`config.mk`:
```
export PLATFORM = sky130hd
export DESIGN_NAME = rewind_fifo
export DESIGN_NICKNAME = d
export VERILOG_FILES = /design/src/rtl/rwf_pkg.sv /design/src/rtl/rwf_config.sv /design/src/rtl/rwf_pointers.sv /design/src/rtl/rwf_storage.sv /design/src/rtl/rwf_levels.sv /design/src/rtl/rewind_fifo.sv
export SDC_FILE = /design/constraint.sdc
export NUM_CORES = 1
export LEC_CHECK = 0
export ABC_AREA = 1
export BUFFER_PORTS_ARGS = -buffer_cell sky130_fd_sc_hd__buf_2
export CAP_MARGIN = 0
export CORE_MARGIN = 2
export CORE_UTILIZATION = 30
export CTS_CLUSTER_DIAMETER = 150
export DETAILED_ROUTE_END_ITERATION = 6
export SETUP_SLACK_MARGIN = 0.4
export SLEW_MARGIN = 20
export SYNTH_ARGS = -nofsm -noshare
export SYNTH_HDL_FRONTEND = slang
export SYNTH_SLANG_ARGS = --single-unit
```
`constraint.sdc`:
```
create_clock -name clk -period 6.34 [get_ports clk]
set_input_delay 0.317 -clock clk [delete_from_list [all_inputs] [get_ports clk]]
set_output_delay 0.317 -clock clk [all_outputs]
set_load 0.01 [all_outputs]
```
`src/rtl/rwf_pkg.sv`:
```
package rwf_pkg;
  typedef enum logic {
    MODE_STD  = 1'b0,
    MODE_FWFT = 1'b1
  } xfer_mode_e;
endpackage

```
`src/rtl/rwf_config.sv`:
```
module rwf_config
  import rwf_pkg::*;
#(
  parameter int CW = 5
) (
  input  logic          clk,
  input  logic          rst_n,
  input  logic          mode_sel,
  input  logic [CW-1:0] ae_off_in,
  input  logic [CW-1:0] af_off_in,
  output logic          cfg_done,
  output xfer_mode_e    mode,
  output logic [CW-1:0] ae_off_q,
  output logic [CW-1:0] af_off_q
);

  // Capture on the first edge after full reset release; hold afterwards.
  always_ff @(posedge clk or negedge rst_n) begin
    if (!rst_n) begin
      cfg_done <= 1'b0;
      mode     <= MODE_STD;
      ae_off_q <= '0;
      af_off_q <= '0;
    end else if (!cfg_done) begin
      cfg_done <= 1'b1;
      mode     <= mode_sel ? MODE_FWFT : MODE_STD;
      ae_off_q <= ae_off_in;
      af_off_q <= af_off_in;
    end
  end

  assert_mode_held_R1: assert property (@(posedge clk) disable iff (!rst_n)
    cfg_done |=> $stable(mode));

  assert_offsets_held_R7: assert property (@(posedge clk) disable iff (!rst_n)
    cfg_done |=> ($stable(ae_off_q) && $stable(af_off_q)));

endmodule

```
`src/rtl/rwf_pointers.sv`:
```
module rwf_pointers #(
  parameter int AW = 4
) (
  input  logic        clk,
  input  logic        rst_n,
  input  logic        cfg_done,
  input  logic        prs_n,
  input  logic        rt_sel,
  input  logic        wr_valid,
  input  logic        rd_req,
  output logic        wr_acc,
  output logic        rd_acc,
  output logic [AW:0] wptr,
  output logic [AW:0] rptr,
  output logic [AW:0] count,
  output logic        full,
  output logic        empty
);

  localparam logic [AW:0] DEPTH_V = {1'b1, {AW{1'b0}}};

  assign count  = wptr - rptr;
  assign full   = (count == DEPTH_V);
  assign empty  = (count == '0);
  assign wr_acc = cfg_done && prs_n && wr_valid && !full;
  assign rd_acc = cfg_done && prs_n && rd_req && !empty;

  always_ff @(posedge clk or negedge rst_n) begin
    if (!rst_n) begin
      wptr <= '0;
      rptr <= '0;
    end else if (!prs_n) begin
      rptr <= '0;
      if (!rt_sel) wptr <= '0;
    end else begin
      if (wr_acc) wptr <= wptr + 1'b1;
      if (rd_acc) rptr <= rptr + 1'b1;
    end
  end

  assert_no_overflow_R10: assert property (@(posedge clk) disable iff (!rst_n)
    count <= DEPTH_V);

  assert_full_write_ignored_R10: assert property (@(posedge clk) disable iff (!rst_n)
    (prs_n && full) |=> $stable(wptr));

  assert_empty_read_ignored_R10: assert property (@(posedge clk) disable iff (!rst_n)
    (prs_n && empty) |=> $stable(rptr));

  assert_partial_clears_R6: assert property (@(posedge clk) disable iff (!rst_n)
    (!prs_n && !rt_sel) |=> (wptr == '0 && rptr == '0));

  assert_rewind_read_only_R8: assert property (@(posedge clk) disable iff (!rst_n)
    (!prs_n && rt_sel) |=> (rptr == '0 && $stable(wptr)));

  assert_both_keep_level_R11: assert property (@(posedge clk) disable iff (!rst_n)
    (wr_acc && rd_acc) |=> $stable(count));

endmodule

```
`src/rtl/rwf_storage.sv`:
```
module rwf_storage
  import rwf_pkg::*;
#(
  parameter int DW = 36,
  parameter int AW = 4
) (
  input  logic          clk,
  input  logic          rst_n,
  input  logic          prs_n,
  input  logic          rt_sel,
  input  xfer_mode_e    mode,
  input  logic          wr_acc,
  input  logic          rd_acc,
  input  logic          empty,
  input  logic [AW-1:0] waddr,
  input  logic [AW-1:0] raddr,
  input  logic [DW-1:0] wr_data,
  output logic [DW-1:0] rd_data
);

  localparam int DEPTH = 1 << AW;

  logic [DW-1:0] mem [DEPTH];
  logic [DW-1:0] out_q;
  logic [DW-1:0] head;

  for (genvar i = 0; i < DEPTH; i++) begin : g_entry
    always_ff @(posedge clk) begin
      if (wr_acc && waddr == AW'(i)) mem[i] <= wr_data;
    end
  end

  assign head = mem[raddr];

  // Standard timing: registered output, loaded only by an accepted read.
  always_ff @(posedge clk or negedge rst_n) begin
    if (!rst_n) begin
      out_q <= '0;
    end else if (!prs_n && !rt_sel) begin
      out_q <= '0;
    end else if (rd_acc && mode == MODE_STD) begin
      out_q <= head;
    end
  end

  always_comb begin
    if (mode == MODE_FWFT) rd_data = empty ? '0 : head;
    else                   rd_data = out_q;
  end

  assert_std_hold_R2: assert property (@(posedge clk) disable iff (!rst_n)
    (mode == MODE_STD && prs_n && !rd_acc) |=> $stable(rd_data));

  assert_fwft_head_R4: assert property (@(posedge clk) disable iff (!rst_n)
    (mode == MODE_FWFT && !empty && prs_n && !rd_acc) |=> $stable(rd_data));

endmodule

```
`src/rtl/rwf_levels.sv`:
```
module rwf_levels #(
  parameter int AW = 4
) (
  input  logic [AW:0] count,
  input  logic [AW:0] ae_off,
  input  logic [AW:0] af_off,
  output logic        almost_empty,
  output logic        almost_full
);

  localparam logic [AW:0] DEPTH_V = {1'b1, {AW{1'b0}}};

  logic [AW:0] space;

  assign space        = DEPTH_V - count;
  assign almost_empty = (count <= ae_off);
  assign almost_full  = (space <= af_off);

endmodule

```
`src/rtl/rewind_fifo.sv`:
```
module rewind_fifo
  import rwf_pkg::*;
#(
  parameter int DW = 36,
  parameter int AW = 4,
  localparam int CW = AW + 1
) (
  input  logic          clk,
  input  logic          rst_n,
  input  logic          prs_n,
  input  logic          rt_sel,
  input  logic          mode_sel,
  input  logic [CW-1:0] ae_off,
  input  logic [CW-1:0] af_off,
  input  logic          wr_valid,
  input  logic [DW-1:0] wr_data,
  input  logic          rd_req,
  output logic [DW-1:0] rd_data,
  output logic          flag_in,
  output logic          flag_out,
  output logic          almost_empty,
  output logic          almost_full
);

  logic          cfg_done;
  xfer_mode_e    mode;
  logic [CW-1:0] ae_q, af_q;
  logic          wr_acc, rd_acc, full, empty;
  logic [AW:0]   wptr, rptr, count;

  rwf_config #(.CW(CW)) u_cfg (
    .clk(clk), .rst_n(rst_n), .mode_sel(mode_sel),
    .ae_off_in(ae_off), .af_off_in(af_off),
    .cfg_done(cfg_done), .mode(mode), .ae_off_q(ae_q), .af_off_q(af_q)
  );

  rwf_pointers #(.AW(AW)) u_ptr (
    .clk(clk), .rst_n(rst_n), .cfg_done(cfg_done), .prs_n(prs_n),
    .rt_sel(rt_sel), .wr_valid(wr_valid), .rd_req(rd_req),
    .wr_acc(wr_acc), .rd_acc(rd_acc), .wptr(wptr), .rptr(rptr),
    .count(count), .full(full), .empty(empty)
  );

  rwf_storage #(.DW(DW), .AW(AW)) u_mem (
    .clk(clk), .rst_n(rst_n), .prs_n(prs_n), .rt_sel(rt_sel), .mode(mode),
    .wr_acc(wr_acc), .rd_acc(rd_acc), .empty(empty),
    .waddr(wptr[AW-1:0]), .raddr(rptr[AW-1:0]),
    .wr_data(wr_data), .rd_data(rd_data)
  );

  rwf_levels #(.AW(AW)) u_lvl (
    .count(count), .ae_off(ae_q), .af_off(af_q),
    .almost_empty(almost_empty), .almost_full(almost_full)
  );

  assign flag_in  = cfg_done && !full;
  assign flag_out = !empty;

  assert_no_write_unready_R5: assert property (@(posedge clk) disable iff (!rst_n)
    (!flag_in && prs_n) |=> $stable(wptr));

endmodule

```
-- After elaboration in Yosys (flattened, before gate mapping)
Memories as Yosys holds them, arrays and structs flattened.
Cells that the tools add are included.
- output and inout port bits: 40
- bits in registers: 58
- input bits: 53
- memory bits (writable): 576
- word-level logic and storage cells: 168
- memories: 1
- memory list (name ; depth ; bits a word ; read ports ; clocked after Yosys merged registers in ; wr ports ; line ; text):
    u_mem.mem ; 16 ; 36 ; 1 ; 0 ; 1 ; rwf_storage.sv:23 ; logic [DW-1:0] mem [DEPTH];
- $add $sub $neg: 4
- equal/unequal tests: 19
- muxes and demuxes: 87
- reduce and logical (&&, ||, !) cells: 47
- order comparisons: 2
- bitwise operators: 1
- operators with widths (cell ; count):
    $mux W36 ; 19
    $reduce_or A36 Y1 ; 15
    $mux W4 ; 15
    $mux W1 ; 48
    $eq A4 B4 Y1 const B ; 8
    $mux W5 ; 5
    $logic_and A1 B1 Y1 ; 24
    $eq A4 B3 Y1 const B ; 4
    $add A5 B1 Y5 const B ; 2
    $le A5 B5 Y1 ; 2
    $eq A4 B2 Y1 const B ; 2
    $eq A5 B5 Y1 const B ; 1
    $logic_not A5 Y1 ; 1
    $sub A5 B5 Y5 ; 1
    $sub A5 B5 Y5 const A ; 1
    $eq A4 B1 Y1 const B ; 1
    $logic_not A1 Y1 ; 4
    $logic_not A4 Y1 ; 1
    $ne A2 B1 Y1 const B ; 2
    $ne A2 B2 Y1 const B ; 1
    $reduce_and A2 Y1 ; 1
    $reduce_bool A2 Y1 ; 1
    $not A1 Y1 ; 1

-- Longest topological paths before layout
Gate-level depths: netlist of run 1.
- depth in word-level cells: 23
- mapped depth: 18
- depth with buffers taken out: 17

-- Hierarchy
A second synthesis of run 1 with hierarchy kept.
- cell total of the unflattened synthesis: 2834
- area total of the unflattened synthesis: 28110.7 um^2
- modules (own cells, without submodules) (module ; cells an instance ; area each (um^2) ; seq. area each (um^2) ; times used):
    rwf_storage ; 2615 ; 26476.6 ; 18197.5 ; 1
    rwf_pointers ; 112 ; 835.8 ; 250.2 ; 1
    rwf_config ; 49 ; 450.4 ; 300.3 ; 1
    rwf_levels ; 55 ; 334.1 ; 0.0 ; 1
    rewind_fifo ; 3 ; 13.8 ; 0.0 ; 1

-- Worst setup path before layout of run 1
Ideal clock, no wire load.
- path type: register to register
- start point: reg u_ptr.rptr[1]
- end point: mem u_mem.mem[0][0] (enable)
- slack: 1.851 ns
- data arrival time: 4.060 ns
- cell stages (with the launch flop): 15
- setup time: 0.429 ns
- path through: dfrtp_1 > buf_4 > inv_2 > buf_2 > buf_2 > fa_1 > inv_1 > ha_1 > nor3b_1 > ha_1 > nor2_2 > nand3_1 > inv_1 > nand2_1 > nor2_1
- word-level cells in the longest chain between the ends: 23
- RTL lines (what ; line ; text):
    start, declared ; rwf_pointers.sv:14 ; output logic [AW:0] rptr,
    start signal, assigned ; rwf_pointers.sv:37 ; if (rd_acc) rptr <= rptr + 1'b1;
    $sub A5 B5 Y5 * ; rwf_pointers.sv:22 ; assign count = wptr - rptr;
    $eq A5 B5 Y1 * ; rwf_pointers.sv:23 ; assign full = (count == DEPTH_V);
    $logic_not A1 Y1 * ; rwf_pointers.sv:25 ; assign wr_acc = cfg_done && prs_n && wr_valid && !full;
    $logic_and A1 B1 Y1 * ; rwf_pointers.sv:25 ;
    $logic_and A1 B1 Y1 ; rwf_storage.sv:29 ; if (wr_acc && waddr == AW'(i)) mem[i] <= wr_data;
    $mux W1 ; rwf_storage.sv:29 ;
    $mux W1 (not written as such) ; rwf_storage.sv:29 ;
    $reduce_or A36 Y1 (no line) ; - ;
    $mux W4 (no line) / $mux W1 (equally long branches) (15 in series) ; - ;
    end, declared ; rwf_storage.sv:23 ;
Every way passes the cells marked *; elsewhere a longest branch is shown, timed or not.

-- Final worst setup path of run 1
- start point: reg u_ptr.rptr[1]
- end point: mem u_mem.mem[4][18] (enable)
The elaborated chain is that of the path after synthesis.

==> impl_metrics.json, run 1 <==
{
  "grtUsageMet1": 0.202,
  "htreeDepth": 3,
  "syn_area_per_cell_sq_um": 9.69,
  "worst_pin_slew_ns": 1.19,
  "cp_slowest_stage_delay_ns": 0.80,
  "p_seq_frac": 0.446,
  "vias": 19015,
  "place.gp.congestion": 0.778,
  "cp_max_fo": 80,
  "busiest_layer": "met2",
  "cts-resized-gates": 0,
  "drt_iter0_markers": 1553,
  "critical_path_required_ns": 6.58,
  "clk_path_buf_depth": 3,
  "cp_num_buf_inv": 4,
  "drtPass1Iterations": 5,
  "final_net_count": 3077,
  "row_count": 112,
  "ys_warn_count": 0,
  "relSlewSlack": 0.207,
  "syn_area_sq_um": 28400,
  "crit_family": "simple AND/OR/NAND/NOR gates",
  "clock_skew_ns": 0.0241,
  "setup_tns_ns": 0,
  "clk_pin_slew_ns": 0.06,
  "grt_use_met3": 0.0248,
  "synth.distinct_cells": 32,
  "core_sq_um": 93500,
  "syn-num-nets": 3004,
  "critPathCaptureType": "register",
  "dpl.cell_count": 4170,
  "leakagePower_nw": 14.5,
  "clockRootBuffer": "clkbuf_16",
  "rsz0062_at_grt": "false",
  "dp.final_hpwl_um": 41300,
  "final_common_cell": "nand2_1",
  "hold_viol": 0,
  "fmax_ghz": 0.209,
  "cp_slowest_cell": "dfrtp_4",
  "grt_usage": 0.152,
  "status": "finished, final reports clean",
  "die-area_sq_um": 97100,
  "grt_start_max_net_pins": 205,
  "swShare": 0.273,
  "p_per_area_nw_per_um2": 323,
  "yosysSeqAreaShare": 0.661,
  "drive_gt1_frac": 0.0854,
  "finalCriticalPeriod_ns": 4.78,
  "cp.arrival_ns": 5.02,
  "wl_um": 74400,
  "area_delta_synth_final_pct": 14.9,
  "wl_per_cell_um": 17.2,
  "clk_latency_ns": 0.61,
  "pwr-share-clk": 0.399,
  "ios": 93,
  "via_per_inst": 4.41,
  "cts_tree": "yes",
  "antenna_left": 0,
  "numClockSinks": 634,
  "hold_path.class": "input pin to register",
  "fp.dieH_um": 312,
  "grt_remaining_overflow": 0,
  "cts_buffers": 70,
  "peakVddDrop_uv": 198,
  "synth_top_area_frac": 0.610,
  "grt_pass1_wl_um": 113000,
  "antenna_found_initial": 3,
  "grt_pass1_vias": 18274,
  "internal-power_mw": 7.65,
  "ys_seq_elements": 634,
  "initial_core_util": 0.304,
  "p_sw_mw": 2.87,
  "n_antenna_cell": 0,
  "r2r_slack_ns": 1.56,
  "synthCells": 2928,
  "post-route-util": 0.349,
  "yosys.area.top_type": "edfxtp_1",
  "netlist_top_cells_area": "edfxtp_1 (61%), nand2_1 (14%), inv_1 (7.5%)",
  "drc": 0,
  "finalCritPeriodShare": 0.754,
  "die_w_um": 312,
  "final_cell_mix": "nand2_1 (1088), edfxtp_1 (576), inv_1 (569)",
  "start_kind": "register",
  "portBuffers": 92,
  "path_class": "register to register",
  "drv_slew": 0,
  "maxCapViolCount": 0,
  "setup_viol_count_final": 0,
  "use_met2": 0.249,
  "comb_power_share": 0.155,
  "final_cell_count_no_fill": 4311,
  "worstPathCellList": "inv_6, fa_1, inv_1, ha_1, nor3b_1, ha_1, nor2_2, nand3_1, inv_1, nand2_1, nor2_4, buf_4"
}
[final cells by class]
class / count / area [sq um]
multi-input combinational: 1583 / 6910
clock inverter: 37 / 427
inverter: 577 / 2180
clock buffer: 91 / 1920
fill: 9342 / 60900
timing repair buffer: 135 / 843
tap: 1254 / 1570
sequential: 634 / 18800
[metal layers]
| layer | wire length (um) | vias to the layer above |
|---|---|---|
| li1 | - | 9362 |
| met1 | 33000 | 8998 |
| met2 | 35000 | 520 |
| met3 | 4030 | 131 |
| met4 | 2380 | 4 |
| met5 | 20 | - |
[registers in the layout (all words and copies together) (netlist names)]
signal          count
u_ptr.wptr          5
u_mem.out_q        36
u_mem.mem         576
u_cfg.ae_off_q      5
u_ptr.rptr          5
u_cfg.af_off_q      5
u_cfg.cfg_done      1
u_cfg.mode          1
[synthesized netlist by cell type]
| cell type | number |
|---|---|
| nor3_1 | 2 |
| clkbuf_1 | 30 |
| xor2_1 | 3 |
| fa_1 | 1 |
| edfxtp_1 | 576 |
| inv_1 | 570 |
| buf_6 | 4 |
| nand3_1 | 402 |
| or2_2 | 2 |
| nand4_1 | 2 |
| o221ai_1 | 1 |
| nor2_4 | 1 |
| a21oi_1 | 8 |
| nor2_2 | 2 |
| nand2_1 | 1088 |
| nor3_2 | 1 |
| o21ai_0 | 15 |
| nor2_1 | 23 |
| a21o_1 | 1 |
| buf_4 | 17 |
| buf_2 | 73 |
| nor3b_1 | 1 |
| o21bai_1 | 2 |
| inv_2 | 6 |
| clkinv_1 | 1 |
| dfrtp_1 | 58 |
| conb_1 | 1 |
| xnor2_1 | 3 |
| o22ai_1 | 1 |
| nand4_2 | 1 |
| buf_1 | 10 |
| ha_1 | 22 |
[cell families after synthesis]
group                      count (synthesis)  share of synthesized area
xor gates and xnor gates                   6                    0.00185
DFF                                      634                      0.661
adders and majority gates                 23                     0.0104
buffers and inverters                    711                      0.101
AOI/OAI and AO/OA                         28                    0.00538
and+or+nand+nor                         1525                      0.221
other                                      1                   0.000132
[power by group through the flow]
stage	Combinational (mW)	Clock, mW	Sequential (mW)
after detailed placement	1.64	0	4.78
final	1.63	4.19	4.69
after global routing	1.85	4.43	4.70
after floorplan	1.11	0	4.76
after global placement	1.63	0	4.77
after CTS	1.66	4.28	4.69
[through the flow]
step	setup WS [ns]	area (sq um)	total power, mW	hold WS (ns)
after detailed placement	1.52	30100	6.42	0.487
after floorplan	1.85	28400	5.87	0.0214
final	1.56	32600	10.5	0.103
after global placement	1.56	30100	6.41	0.481
after CTS	1.50	32600	10.6	0.0673
after global routing	1.33	32600	11.0	0.0921
[worst paths after layout]
path / start / endpoint / cells after the start
max: u_ptr.rptr[1] / u_mem.mem[4][18] / 12
min: wr_data[31] / u_mem.mem[0][31] / 1
max reg2reg: u_ptr.rptr[1] / u_mem.mem[4][18] / 12
min reg2reg: u_cfg.af_off_q[0] / u_cfg.af_off_q[0] / 2
max in group asynchronous: rst_n / u_ptr.rptr[0] / 2
min in group asynchronous: rst_n / u_cfg.af_off_q[4] / 2
[repair_timing]
item                                   4_1_cts  5_1_grt
hold buffers                                13        0
buffers inserted                             0        0
endpoints found under the hold margin       72        0
(Power assumes the default switching activity.)
==> inputs of run 2 (changes only) <==
==> constraint.sdc (replaced) <==
create_clock -name clk -period 4.3 [get_ports clk]
set_input_delay 0.215 -clock clk [delete_from_list [all_inputs] [get_ports clk]]
set_output_delay 0.215 -clock clk [all_outputs]
set_load 0.01 [all_outputs]
==> run 2 against run 1 <==
- critical path depth unchanged
- register-to-register slack worse by 0.89 ns
- utilization up 0.40 points
- clock skew down 0.0014 ns
- sequential share of layout area down 0.66 points
- cell area up 1.2%
- critical path type is now register to output port
- critical endpoint is now almost_full
- largest cell class unchanged
==> impl_metrics.json, run 2 (synthesis results as in run 1) <==
{
  "status": "finished, final reports clean",
  "drc": 0,
  "cp.arrival_ns": 3.50,
  "grt_pass1_vias": 18558,
  "numClockSinks": 634,
  "cts_tree": "yes",
  "final_net_count": 3110,
  "reg2reg_from": "u_ptr.wptr[0]",
  "critPathCapture": "almost_full",
  "worst_slack_ns": 0.588,
  "crit_top_cell": "ha_1",
  "row_count": 112,
  "r2r_slack_ns": 0.67,
  "drive_gt1_frac": 0.0894,
  "clk_pin_slew_ns": 0.06,
  "dpl.cell_count": 4190,
  "final_cell_count_no_fill": 4343,
  "grt_start_max_net_pins": 213,
  "n_fill_cell": 9282,
  "fmax_ghz": 0.269,
  "cp-startpoint": "u_ptr.wptr[0]",
  "maxCapViolCount": 0,
  "initial_core_util": 0.304,
  "hold_path.class": "input pin to register",
  "ff2ff_path_depth": 14,
  "grt_pass1_wl_um": 113000,
  "holdWs_ns": 0.0279,
  "path_class": "register to output port",
  "cp_max_fo": 6,
  "wl_per_cell_um": 16.9,
  "p_per_area_nw_per_um2": 467,
  "clk_latency_ns": 0.61,
  "leakagePower_nw": 14.7,
  "rsz0062_at_grt": "true",
  "critPathCaptureType": "output port",
  "setup_viol_count_final": 0,
  "finalCritPeriodShare": 0.863,
  "clockRootBuffer": "clkbuf_16",
  "via_per_inst": 4.38,
  "start_kind": "register",
  "timing.rr.end": "u_mem.mem[5][19]",
  "critical_path_required_ns": 4.09,
  "antenna_left": 0,
  "grt_usage": 0.151,
  "clk_path_buf_depth": 3,
  "ios": 93,
  "grt_remaining_overflow": 0,
  "pre_cts_ws_ns": 0.671,
  "die-area_sq_um": 97100,
  "die_w_um": 312,
  "top_register": "u_mem.mem",
  "portBuffers": 92,
  "core_sq_um": 93500,
  "vias": 19043,
  "peakVddDrop_uv": 307,
  "wl_um": 73500,
  "reg_top3": "u_mem.mem (576), u_mem.out_q (36)",
  "relSlewSlack": 0.287,
  "dp.final_hpwl_um": 43200,
  "worstPathCellList": "inv_1, ha_1, inv_1, fa_1, inv_1, ha_1, nor3b_2, ha_1, ha_1, a21o_1, o22ai_1, buf_2",
  "cp_slowest_cell": "fa_1",
  "multi_input_area_sq_um": 6910,
  "ff_latch_area_sq_um": 18800,
  "largest_register_ffs": 576,
  "hold_viol": 0,
  "antenna_found_initial": 4,
  "cp_slowest_stage_delay_ns": 0.51,
  "place.gp.congestion": 0.773,
  "worst_pin_slew_ns": 1.07,
  "area_delta_synth_final_pct": 16.2,
  "clock_skew_ns": 0.0227,
  "final_cell_mix": "nand2_1 (1088), edfxtp_1 (576), inv_1 (569)",
  "finalCriticalPeriod_ns": 3.71,
  "post-route-util": 0.353,
  "drtPass1Iterations": 6,
  "drv_slew": 0,
  "cts_buffers": 68,
  "final_common_cell": "nand2_1",
  "htreeDepth": 3,
  "drt_iter0_markers": 1682,
  "fp.dieH_um": 312
}
[run 2: cell count changes in the layout (fill, tap and decap cells not counted), sizes merged]
cell         before  now
clkbuf           91   95
clkinvlp          2    1
bufinv            9    7
buf             122  142
diode             0    1
inv             582  577
dlygate4sd3      13   28
[run 2: where the power goes]
part	internal, mW	switching (mW)
logic	0.778	1.77
registers	6.84	0.0572
clock network	3.55	2.42
total	11.2	4.24
[run 2: critical path: cells and delay by family, from the launching register on]
kind	cells	cell delay [ns]
AO/OA/AOI/OAI	2	0.35
adder cells (fa/ha/maj)	5	1.51
buffers and inverters	4	0.46
flip-flops	1	0.40
AND/OR/NAND/NOR	1	0.17
[run 2: worst min-delay path by stage]
stage | start | end | cells after the start
CTS | wr_data[29] | u_mem.mem[5][29] | 1
floorplan | rst_n | u_cfg.ae_off_q[0] | 0
global placement | ae_off[0] | u_cfg.ae_off_q[0] | 3
finish | wr_data[10] | u_mem.mem[11][10] | 1
global route | wr_data[9] | u_mem.mem[11][9] | 1
detailed placement | af_off[4] | u_cfg.af_off_q[4] | 3
[run 2: metal layers]
| layer | share of wire | up-vias | GRT usage |
|---|---|---|---|
| met5 | 0.000095 | - | 0 |
| met4 | 0.029 | 2 | 0.0541 |
| met3 | 0.049 | 106 | 0.0241 |
| met2 | 0.48 | 448 | 0.251 |
| met1 | 0.44 | 9068 | 0.199 |
| li1 | - | 9419 | - |
[run 2: through the flow]
step	setup TNS [ns]	power [mW]	area (sq um)
finish	0	15.4	33000
global route	0	16.1	33000
CTS	0	15.6	33000
detailed placement	0	9.57	30400
global placement	0	9.55	30400
floorplan	-81.76	8.65	28400
[run 2: what timing repair did]
item	CTS	global route
setup buffers	0	0
endpoints found under the hold margin	255	0
gates resized for setup	3	6
setup endpoints to repair	29	39
pin swaps	0	0
hold buffers	28	0
[run 2: cell type report]
cell class              count  share of cell area
well taps                1254              0.0476
diodes                      1           0.0000759
clock inverters            29              0.0109
repair buffers            170              0.0391
clock buffers              95              0.0581
inverters                 577              0.0660
multi-input cells        1583               0.210
flip-flops and latches    634               0.569
==> inputs of run 3 (changes only) <==
==> constraint.sdc (replaced) <==
create_clock -name clk -period 4.3 [get_ports clk]
set_input_delay 0.215 -clock clk [delete_from_list [all_inputs] [get_ports clk]]
set_output_delay 0.215 -clock clk [all_outputs]
set_load 0.1 [all_outputs]
==> run 3 against run 2 <==
- via count up 2.0%
- critical endpoint is now rd_data[15]
- fmax up 0.53%
- clock power down 4.2%
- critical path depth unchanged
- clock skew up 0.0010 ns
==> impl_metrics.json, run 3 (synthesis results as in run 1) <==
{
  "start_kind": "register",
  "hold_path_end": "u_mem.mem[8][7]",
  "cts_buffers": 67,
  "fmax_ghz": 0.271,
  "row_count": 112,
  "core_sq_um": 93500,
  "timing.rr.end": "u_mem.mem[3][11]",
  "ios": 93,
  "drt_iter0_markers": 1644,
  "final_net_count": 3128,
  "reg2reg_from": "u_ptr.rptr[1]",
  "place.gp.congestion": 0.760,
  "antenna_found_initial": 2,
  "final_common_cell": "nand2_1",
  "cp_slowest_cell": "dfrtp_4",
  "critPathCaptureType": "output port",
  "hold_depth": 1,
  "die-area_sq_um": 97100,
  "wl_um": 73400,
  "portBuffers": 92,
  "setup_viol_count_final": 0,
  "maxCapViolCount": 0,
  "cts_tree": "yes",
  "n_antenna_cell": 0,
  "via_per_inst": 4.46,
  "dpl.cell_count": 4189,
  "ff2ff_path_depth": 12,
  "drc": 0,
  "hold_viol": 0,
  "pre_cts_ws_ns": 0.620,
  "initial_core_util": 0.304,
  "peakVddDrop_uv": 273,
  "dp.final_hpwl_um": 41700,
  "antenna_left": 0,
  "relSlewSlack": 0.300,
  "final_cell_count_no_fill": 4357,
  "final_cell_mix": "nand2_1 (1084), edfxtp_1 (576), inv_1 (566)",
  "rsz0062_at_grt": "false",
  "cp_slowest_stage_delay_ns": 0.59,
  "cp.arrival_ns": 3.48,
  "total_power_mw": 16.6,
  "largest_register_ffs": 576,
  "crit_top_cell": "nand2_1",
  "worst_slack_ns": 0.607,
  "grt_remaining_overflow": 0,
  "wl_per_cell_um": 16.8,
  "leakagePower_nw": 14.9,
  "grt_pass1_wl_um": 113000,
  "holdCritStartpoint": "wr_data[7]",
  "p_per_area_nw_per_um2": 494,
  "cp_max_fo": 74,
  "fp.dieH_um": 312,
  "path_class": "register to output port",
  "worstPathCellList": "inv_6, buf_6, buf_8, nand3_1, nand2_1, nand2_1, nand2_1, inv_1, nand2_1, nand2_1, nand2_1, buf_12",
  "cp_num_buf_inv": 5,
  "critical_path_required_ns": 4.09,
  "stdcell_area_sq_um": 33700,
  "clk_latency_ns": 0.61,
  "finalCriticalPeriod_ns": 3.69,
  "numClockSinks": 634,
  "area_delta_synth_final_pct": 18.6,
  "drtPass1Iterations": 5,
  "worst_pin_slew_ns": 1.05,
  "top_register": "u_mem.mem",
  "reg_top3": "u_mem.mem (576), u_mem.out_q (36)",
  "clock_skew_ns": 0.0237,
  "grt_usage": 0.151,
  "grt_pass1_vias": 19029,
  "htreeDepth": 3,
  "status": "finished, final reports clean",
  "die_w_um": 312,
  "finalCritPeriodShare": 0.859,
  "grt_start_max_net_pins": 145,
  "setup_tns_ns": 0,
  "vias": 19417,
  "drive_gt1_frac": 0.0899,
  "r2r_slack_ns": 0.83,
  "clk_path_buf_depth": 3,
  "clk_pin_slew_ns": 0.06,
  "drv_slew": 0,
  "hold_path.class": "input pin to register",
  "post-route-util": 0.360,
  "holdWs_ns": 0.0451,
  "crit_family": "buffers and inverters",
  "placed_cell_area_sq_um": 31000,
  "clockRootBuffer": "clkbuf_16"
}
## run 3: cell count changes in the layout (fill, tap and decap cells not counted), sizes merged
cell and delta:
bufinv -3, clkinv -4, clkinvlp +1, dlygate4sd3 +19
diode -1, inv +2
## run 3: worst max path at each step
stage	slack, ns	end	cells past startpoint	startpoint
after floorplan	0.38	u_mem.mem[0][0]	14	u_ptr.rptr[1]
after global placement	0.60	rd_data[2]	12	u_ptr.rptr[1]
after detailed placement	0.62	rd_data[2]	12	u_ptr.rptr[1]
after CTS	0.42	rd_data[9]	11	u_ptr.rptr[0]
after global routing	0.43	rd_data[15]	12	u_ptr.rptr[1]
final	0.61	rd_data[15]	12	u_ptr.rptr[1]
## run 3: final cells by class
| type | instances | area, sq um |
|---|---|---|
| Fill cell | 9233 | 59800 |
| Timing Repair Buffer | 189 | 2030 |
| Clock buffer | 95 | 1890 |
| Multi-Input combinational cell | 1583 | 6980 |
| Clock inverter | 25 | 258 |
| Sequential cell | 634 | 18800 |
| Tap cell | 1254 | 1570 |
| Inverter | 577 | 2180 |
## run 3: report_power, final
| part | total [mW] | leakage, nW | internal (mW) | switching, mW |
|---|---|---|---|---|
| logic | 4.04 | 7.90 | 1.22 | 2.81 |
| clock network | 5.71 | 1.04 | 3.32 | 2.39 |
| registers | 6.90 | 5.95 | 6.84 | 0.0584 |
## run 3: worst reg2reg max path, cell delays in order, from the launching register on
cell and delay (ns):
dfrtp_4 0.58, inv_6 0.10, fa_1 0.57, inv_1 0.06, ha_1 0.21, nor3b_2 0.17, ha_1 0.23, nor2_4 0.11
nand3_4 0.12, nor2_4 0.13, inv_2 0.10, nor2_4 0.43, buf_12 0.31
## run 3: per-layer routing
layer / track usage / vias up / share of wire
li1: - / 9462 / -
met1: 0.203 / 9285 / 0.44
met2: 0.246 / 538 / 0.47
met3: 0.0261 / 128 / 0.058
met4: 0.0516 / 4 / 0.031
met5: 0 / - / 0.00037
## run 3: timing repair
action	CTS	global route
resized for setup	2	8
hold buffers	47	0
endpoints found under the hold margin	487	0
setup endpoints to repair	19	36
setup buffers	1	0
